--- src/rtl/alert_resp_pkg.sv ---
package alert_resp_pkg;
  // Strobes from the control FSM to the datapath
  typedef struct packed {
    logic loadFrame;   // load response frame at transfer start
    logic shiftFrame;  // advance to next response bit
    logic clearLatch;  // winning response finished
  } ctlStrobe_t;
endpackage

--- src/rtl/alert_resp_dp.sv ---
module alert_resp_dp
  import alert_resp_pkg::*;
#(
  parameter int NUM_ALARMS = 5,
  parameter int ADDR_W = 7,
  parameter logic [ADDR_W-1:0] DEV_ADDR = 7'h2A
) (
  input  logic                  clk,
  input  logic                  rstN,
  input  logic [NUM_ALARMS-1:0] alarmIn,
  input  logic                  maskAll,
  input  ctlStrobe_t            strobes,
  output logic                  latchSet,
  output logic                  curBit
);
  localparam int FRAME_W = ADDR_W + 1;

  logic [NUM_ALARMS-1:0] alarmPrev;
  logic [FRAME_W-1:0]    frameReg;
  logic                  setNow;

  // Reset to all ones: a level already high at release is not an edge
  always_ff @(posedge clk) begin
    if (!rstN) alarmPrev <= '1;
    else       alarmPrev <= alarmIn;
  end

  assign setNow = (|(alarmIn & ~alarmPrev)) & ~maskAll;

  // Interrupt latch: a new set takes priority over a clear
  always_ff @(posedge clk) begin
    if (!rstN)                   latchSet <= 1'b0;
    else if (setNow)             latchSet <= 1'b1;
    else if (strobes.clearLatch) latchSet <= 1'b0;
  end

  // Response frame shifter, MSB first, refilled with ones
  always_ff @(posedge clk) begin
    if (!rstN)                   frameReg <= '1;
    else if (strobes.loadFrame)  frameReg <= {DEV_ADDR, 1'b1};
    else if (strobes.shiftFrame) frameReg <= {frameReg[FRAME_W-2:0], 1'b1};
  end

  assign curBit = frameReg[FRAME_W-1];


  set_latch_chk: assert property (@(posedge clk) disable iff (!rstN)
    setNow |=> latchSet);

  clear_latch_chk: assert property (@(posedge clk) disable iff (!rstN)
    (strobes.clearLatch && !setNow) |=> !latchSet);

  hold_latch_chk: assert property (@(posedge clk) disable iff (!rstN)
    (latchSet && !strobes.clearLatch) |=> latchSet);

  mask_block_chk: assert property (@(posedge clk) disable iff (!rstN)
    (maskAll && !latchSet) |=> !latchSet);
endmodule

--- src/rtl/alert_resp_ctrl.sv ---
module alert_resp_ctrl
  import alert_resp_pkg::*;
#(
  parameter int FRAME_W = 8
) (
  input  logic       clk,
  input  logic       rstN,
  input  logic       araStart,
  input  logic       bitStrobe,
  input  logic       sdaIn,
  input  logic       latchSet,
  input  logic       curBit,
  output ctlStrobe_t strobes,
  output logic       sending
);
  localparam int CNT_W = $clog2(FRAME_W);
  localparam logic [CNT_W-1:0] LAST_BIT = CNT_W'(FRAME_W - 1);

  typedef enum logic {ST_IDLE, ST_SEND} state_t;

  state_t          state;
  logic [CNT_W-1:0] bitCnt;
  logic            lose;
  logic            advance;
  logic            lastBit;

  assign sending = (state == ST_SEND);
  assign lose    = sending & bitStrobe & curBit & ~sdaIn & ~araStart;
  assign advance = sending & bitStrobe & ~lose & ~araStart;
  assign lastBit = (bitCnt == LAST_BIT);

  always_comb begin
    strobes            = '0;
    strobes.loadFrame  = araStart & latchSet;
    strobes.shiftFrame = advance;
    strobes.clearLatch = advance & lastBit;
  end

  always_ff @(posedge clk) begin
    if (!rstN) begin
      state  <= ST_IDLE;
      bitCnt <= '0;
    end else if (araStart) begin
      state  <= latchSet ? ST_SEND : ST_IDLE;
      bitCnt <= '0;
    end else if (lose) begin
      state  <= ST_IDLE;
      bitCnt <= '0;
    end else if (advance) begin
      if (lastBit) begin
        state  <= ST_IDLE;
        bitCnt <= '0;
      end else begin
        bitCnt <= bitCnt + 1'b1;
      end
    end
  end


  lost_release_chk: assert property (@(posedge clk) disable iff (!rstN)
    lose |=> !sending);

  no_pending_chk: assert property (@(posedge clk) disable iff (!rstN)
    (araStart && !latchSet) |=> !sending);

  start_send_chk: assert property (@(posedge clk) disable iff (!rstN)
    (araStart && latchSet) |=> sending);
endmodule

--- src/rtl/alert_responder.sv ---
module alert_responder
  import alert_resp_pkg::*;
#(
  parameter int NUM_ALARMS = 5,
  parameter int ADDR_W = 7,
  parameter logic [ADDR_W-1:0] DEV_ADDR = 7'h2A
) (
  input  logic                  clk,
  input  logic                  rstN,
  input  logic [NUM_ALARMS-1:0] alarmIn,
  input  logic                  maskAll,
  input  logic                  araStart,
  input  logic                  bitStrobe,
  input  logic                  sdaIn,
  output logic                  alertN,
  output logic                  sdaDriveLow
);
  localparam int FRAME_W = ADDR_W + 1;

  ctlStrobe_t strobes;
  logic       latchSet;
  logic       curBit;
  logic       sending;

  alert_resp_dp #(
    .NUM_ALARMS(NUM_ALARMS),
    .ADDR_W(ADDR_W),
    .DEV_ADDR(DEV_ADDR)
  ) u_dp (
    .clk(clk),
    .rstN(rstN),
    .alarmIn(alarmIn),
    .maskAll(maskAll),
    .strobes(strobes),
    .latchSet(latchSet),
    .curBit(curBit)
  );

  alert_resp_ctrl #(
    .FRAME_W(FRAME_W)
  ) u_ctrl (
    .clk(clk),
    .rstN(rstN),
    .araStart(araStart),
    .bitStrobe(bitStrobe),
    .sdaIn(sdaIn),
    .latchSet(latchSet),
    .curBit(curBit),
    .strobes(strobes),
    .sending(sending)
  );

  assign alertN      = ~latchSet;
  assign sdaDriveLow = sending & ~curBit;


  reset_idle_chk: assert property (@(posedge clk)
    !rstN |=> (alertN && !sdaDriveLow));
endmodule

--- config.mk ---
export PLATFORM = sky130hd
export DESIGN_NAME = alert_responder
export DESIGN_NICKNAME = d
export VERILOG_FILES = /design/src/rtl/alert_resp_pkg.sv /design/src/rtl/alert_resp_dp.sv /design/src/rtl/alert_resp_ctrl.sv /design/src/rtl/alert_responder.sv
export SDC_FILE = /design/constraint.sdc
export NUM_CORES = 1
export LEC_CHECK = 0
export ABC_AREA = 1
export CORE_MARGIN = 3
export CORE_UTILIZATION = 43
export DETAILED_ROUTE_END_ITERATION = 7
export GPL_TIMING_DRIVEN = 0
export PLACE_DENSITY = 0.7
export SLEW_MARGIN = 20
export SYNTH_ARGS = -nofsm -noshare
export SYNTH_HDL_FRONTEND = slang
export SYNTH_SLANG_ARGS = --single-unit
--- constraint.sdc ---
create_clock -name clk -period 1 [get_ports clk]
set_input_delay 0.25 -clock clk [delete_from_list [all_inputs] [get_ports clk]]
set_output_delay 0.25 -clock clk [all_outputs]
set_load 0.1 [all_outputs]
=== Yosys cells after proc, flatten, opt, wreduce, memory -nomap -nowiden ===
Cells that the tools add are included.
W data, S select, Z words.

* Bitwise logic cells: 19
* Add/sub/neg operators: 1
* Equal/unequal tests: 1
* Shifts and indexed selects: 0
* Divide/modulo/power cells: 0
* Mux-type cells: 10
* $mul: 0
* Reduce and logical (&&, ||, !) cells: 8
* $lt $le $gt $ge: 0

{| class="wikitable"
|+ Operators by type and width
! cell !! number
|-
| $mux W8 || 2
|-
| $and A1 B1 Y1 || 10
|-
| $mux W1 || 7
|-
| $not A1 Y1 || 7
|-
| $reduce_bool A3 Y1 || 2
|-
| $and A5 B5 Y5 || 1
|-
| $not A5 Y5 || 1
|-
| $reduce_or A5 Y1 || 1
|-
| $reduce_bool A2 Y1 || 2
|-
| $add A3 B1 Y3 const B || 1
|-
| $eq A3 B3 Y1 const B || 1
|-
| $mux W3 || 1
|-
| $reduce_or A3 Y1 || 1
|-
| $reduce_and A2 Y1 || 1
|-
| $reduce_or A2 Y1 || 1
|}

* Bits in writable memories: 0
* Memories: 0
* Register bits after elaboration: 17
* Memory bits (read-only): 0
* Latch bits: 0
* Input port bits: 11

=== Depth between registers and ports, before layout ===
* Depth after elaboration: 10
* Mapped depth: 8
* Depth with buffers taken out: 7

=== Hierarchy ===
Synthesis repeated with hierarchy kept, for this count alone.

* Cells, all modules: 100
* Area, all modules: 747.0 µm²

{| class="wikitable"
|+ By module, submodules not included
! module !! area each (µm²) !! instances !! cells each
|-
| alert_resp_dp || 465.4 || 1 || 58
|-
| alert_resp_ctrl || 267.8 || 1 || 39
|-
| alert_responder || 13.8 || 1 || 3
|}

=== Worst setup path before layout ===
OpenSTA, ideal clock, no wires.

* Path kind: register -> output
* Start: reg u_ctrl.state, in the netlist u_ctrl.sending
* End: out sdaDriveLow
* Data arrival time: 1592 ps
* Path slack: -842 ps
* Cell stages (with the launch flop): 3
* Data required time: 750 ps
* Path through: dfxtp_1 > inv_1 > nor2_1

* Longest elaborated chain between the ends: 1

{| class="wikitable"
|+ RTL lines
! what !! line !! source
|-
| start: declaration || alert_resp_ctrl.sv:21 || <nowiki>state_t state;</nowiki>
|-
| start signal: assignment || alert_resp_ctrl.sv:44 || <nowiki>state <= latchSet ? ST_SEND : ST_IDLE;</nowiki>
|-
| $and A1 B1 Y1 || alert_responder.sv:54 || <nowiki>assign sdaDriveLow = sending & ~curBit;</nowiki>
|-
| end: declaration || alert_responder.sv:16 || <nowiki>output logic sdaDriveLow</nowiki>
|}

No other way between the ends.

=== Worst setup path after layout ===
* Start: reg u_dp.frameReg[7]
* End: out sdaDriveLow

* Longest elaborated chain between the ends: 2

{| class="wikitable"
|+ RTL lines
! what !! line !! source
|-
| start: declaration || alert_resp_dp.sv:19 || <nowiki>logic [FRAME_W-1:0] frameReg;</nowiki>
|-
| start signal: assignment || alert_resp_dp.sv:40 || <nowiki>else if (strobes.loadFrame) frameReg <= {DEV_ADDR, 1'b1};</nowiki>
|-
| start signal: assignment || alert_resp_dp.sv:41 || <nowiki>else if (strobes.shiftFrame) frameReg <= {frameReg[FRAME_W-2:0], 1'b1};</nowiki>
|-
| $not A1 Y1 || alert_responder.sv:54 ||
|-
| $and A1 B1 Y1 || alert_responder.sv:54 ||
|}

No other way between the ends.

==> flow_metrics.py <==
metrics = {
    "placed_design": {
        "dp_hpwl_um": 950,
        "placed_area_um2": 862,
        "place_congestion": 0.817,
        "io_buffers": 12,
    },
    "critical_path": {
        "slowest_delay_ns": 0.35,
        "critPathTopFamily": "flip-flops",
        "crit_path_end_kind": "primary output",
        "crit_cells": 2,
        "arrival_ns": 0.94,
        "critical_path_class": "flip-flop to primary output",
        "required_ns": 0.75,
        "r2r-start": "u_ctrl.sending",
        "r2r-end": "u_dp.frameReg[3]",
        "start_kind": "flip-flop",
        "path_cells": "nor2_4 > buf_12",
        "r2r_slack_ns": -0.13,
        "cp.buffers_inverters": 1,
        "crit_path_max_fanout": 3,
        "r2r_cells": 8,
        "cp_slowest_cell": "dfxtp_2",
    },
    "timing": {
        "skew_ns": 0.00118,
        "worst_slew_pin_slew_ns": 0.349,
        "rsz0062_at_grt": "yes",
        "max_slew_margin_pct": 76.6,
        "whs_ns": 0.292,
        "setup_ws_ns": -0.191,
        "tns_ns": -1.39,
        "drv_slew": 0,
        "finalCritPeriodShare_pct": 119,
        "fmax_ghz": 0.840,
        "min_period_ns": 1.19,
        "finalHoldViolCount": 0,
        "setup_violations": 12,
    },
    "cells_and_area": {
        "most-common-layout-cells": "nand2_1, dfxtp_1, inv_1, clkdlybuf4s50_1",
        "antenna_cells": 0,
        "final_common_cell": "nand2_1",
        "drive_gt1_share_pct": 36.6,
        "nets": 126,
        "fin_area_um2": 992,
        "syn_to_final_growth_pct": 42.9,
    },
    "logic_synthesis": {
        "avgSynthCellArea_um2": 7.47,
        "ys_seq_area_share_pct": 49.0,
        "synthCells": 93,
        "synth.area.mux_share_pct": 0,
        "post-synth-top-area-cell": "dfxtp_1",
        "synth_top_family_by_area": "simple AND/OR/NAND/NOR gates",
        "synth-xor-area-share_pct": 0,
        "synth_area_um2": 694,
        "synthAdderAreaFrac_pct": 3.60,
        "yosys-top-cells-area": "dfxtp_1, nand2_1, inv_1, a21oi_1, ha_1",
        "synth_top_area_share_pct": 49.0,
        "ys_ff_latch": 17,
        "yosys.area_share.simple_pct": 28.5,
        "yosys_warnings": 0,
        "synth_nets": 106,
        "synthDistinctLibCells": 15,
        "synth-compound-area-share_pct": 9.73,
    },
    "global_route": {
        "overflow": 0,
        "grt_pass1_vias": 564,
        "grtUsageTotal_pct": 15.8,
        "met1_usage_pct": 21.3,
        "grt_pass1_wl_um": 2400,
        "antenna_found_initial": 0,
        "use_met3_pct": 6.64,
        "grt-busiest-layer": "met2",
        "grt_use_met2_pct": 21.7,
        "grt_start_max_net_pins": 11,
    },
    "pwr": {
        "leakagePower_nw": 0.438,
        "irDropWorstVdd_uv": 1180,
        "p_per_area_nw_per_um2": 1270,
        "finalPower_mw": 1.26,
    },
    "floorplan": {
        "core_um2": 1400,
        "fp.dieH_um": 46.2,
        "start_util_pct": 49.6,
        "io_pins": 13,
        "die_w_um": 46.2,
        "row_count": 13,
        "die-area_um2": 2130,
    },
    "routing": {
        "dr.pass1.iters": 2,
        "drc": 0,
        "dr_total_vias": 609,
        "wirelength_um": 1350,
        "postRouteAntennaNets": 0,
        "drtIter0Drc": 8,
        "routedWlPerCell_um": 10.6,
        "viasPerCell": 4.80,
    },
    "clock_network": {
        "path_clk_slew_ns": 0.09,
        "cts_buffer_depth": 2,
        "htreeDepth": 1,
        "clockRootBuffer": "clkbuf_4",
        "cts.sinks": 17,
        "cts_tree": "built",
        "numCtsBuffers": 3,
        "clk_latency_ns": 0.28,
    },
    "hold_path": {
        "hold-path-endpoint": "u_dp.alarmPrev[0]",
        "hold_class": "input port to flip-flop",
        "whs_path_depth": 2,
        "hp-start": "rstN",
    },
    "run_status": {
        "status": "finished, violations left",
        "violations": "negative setup slack",
    },
    "flow_run": {
        "cap_viol_max_count": 0,
    },
}
-- layout make-up --
type                       count  area, um^2
buffer                         2        25.0
clock buffer                   4        26.3
fill                         111         407
inverter                      13        52.6
multi-input combinational     61         372
sequential                    17         347
tap                           15        18.8
timing repair buffer          15         151
-- flip-flops by register name, indices dropped and copies added, names as in the netlist --
| name | cells |
|---|---|
| u_ctrl.bitCnt | 3 |
| u_ctrl.sending | 1 |
| u_dp.alarmPrev | 5 |
| u_dp.frameReg | 7 |
| u_dp.latchSet | 1 |
-- metal layers --
metal / up-vias / wire length [um]
met4: 0 / 19
met3: 4 / 89
met1: 263 / 657
li1: 329 / -
met5: - / 0
met2: 13 / 578
-- Yosys cell counts --
cell type and instances:
nand3_1 4, nand2_1 28, o21bai_1 1, nand2_2 1
ha_1 2, dfxtp_1 17, buf_6 1, inv_1 13
nand4_1 1, or2_2 4, nor2_1 6, clkbuf_1 1
nor2_2 2, a21oi_1 9, o21ai_0 3
-- how the worst max path moves through the flow --
stage	from	to
after floorplan	u_dp.frameReg[7]	sdaDriveLow
after global placement	u_dp.frameReg[7]	sdaDriveLow
after detailed placement	u_dp.frameReg[7]	sdaDriveLow
after CTS	u_dp.frameReg[7]	sdaDriveLow
after global routing	u_ctrl.sending	sdaDriveLow
final	u_dp.frameReg[7]	sdaDriveLow
-- cell families (layout without fill, tap and decap cells) --
logic type	count (synthesis)	after routing
and+or+nand+nor	46	46
DFF	17	17
buffers and inverters	15	34
AOI/OAI and AO/OA	13	13
adders and majority gates	2	2
-- stage by stage --
stage                     instances  setup WS, ns  util [%]
after global routing            127        -0.233      70.9
after global placement          120        -0.801      61.6
after detailed placement        120        -0.820      61.6
final                           127        -0.191      70.9
after CTS                       127        -0.206      69.9
after floorplan                  93       -0.0694         -
-- power breakdown --
part	switching, mW	total, mW	internal, mW
sequential	0.0150	0.721	0.706
clock	0.202	0.357	0.155
combinational	0.101	0.185	0.0839
-- what timing repair did --
action,CTS,global route
hold endpoints to repair,0,0
endpoints found under the setup margin,18,14
resized for setup,38,5
buffers inserted,2,0
hold buffers,0,0
pin swaps,5,3
cloned,1,0
Power figures use the tool's default switching activity.
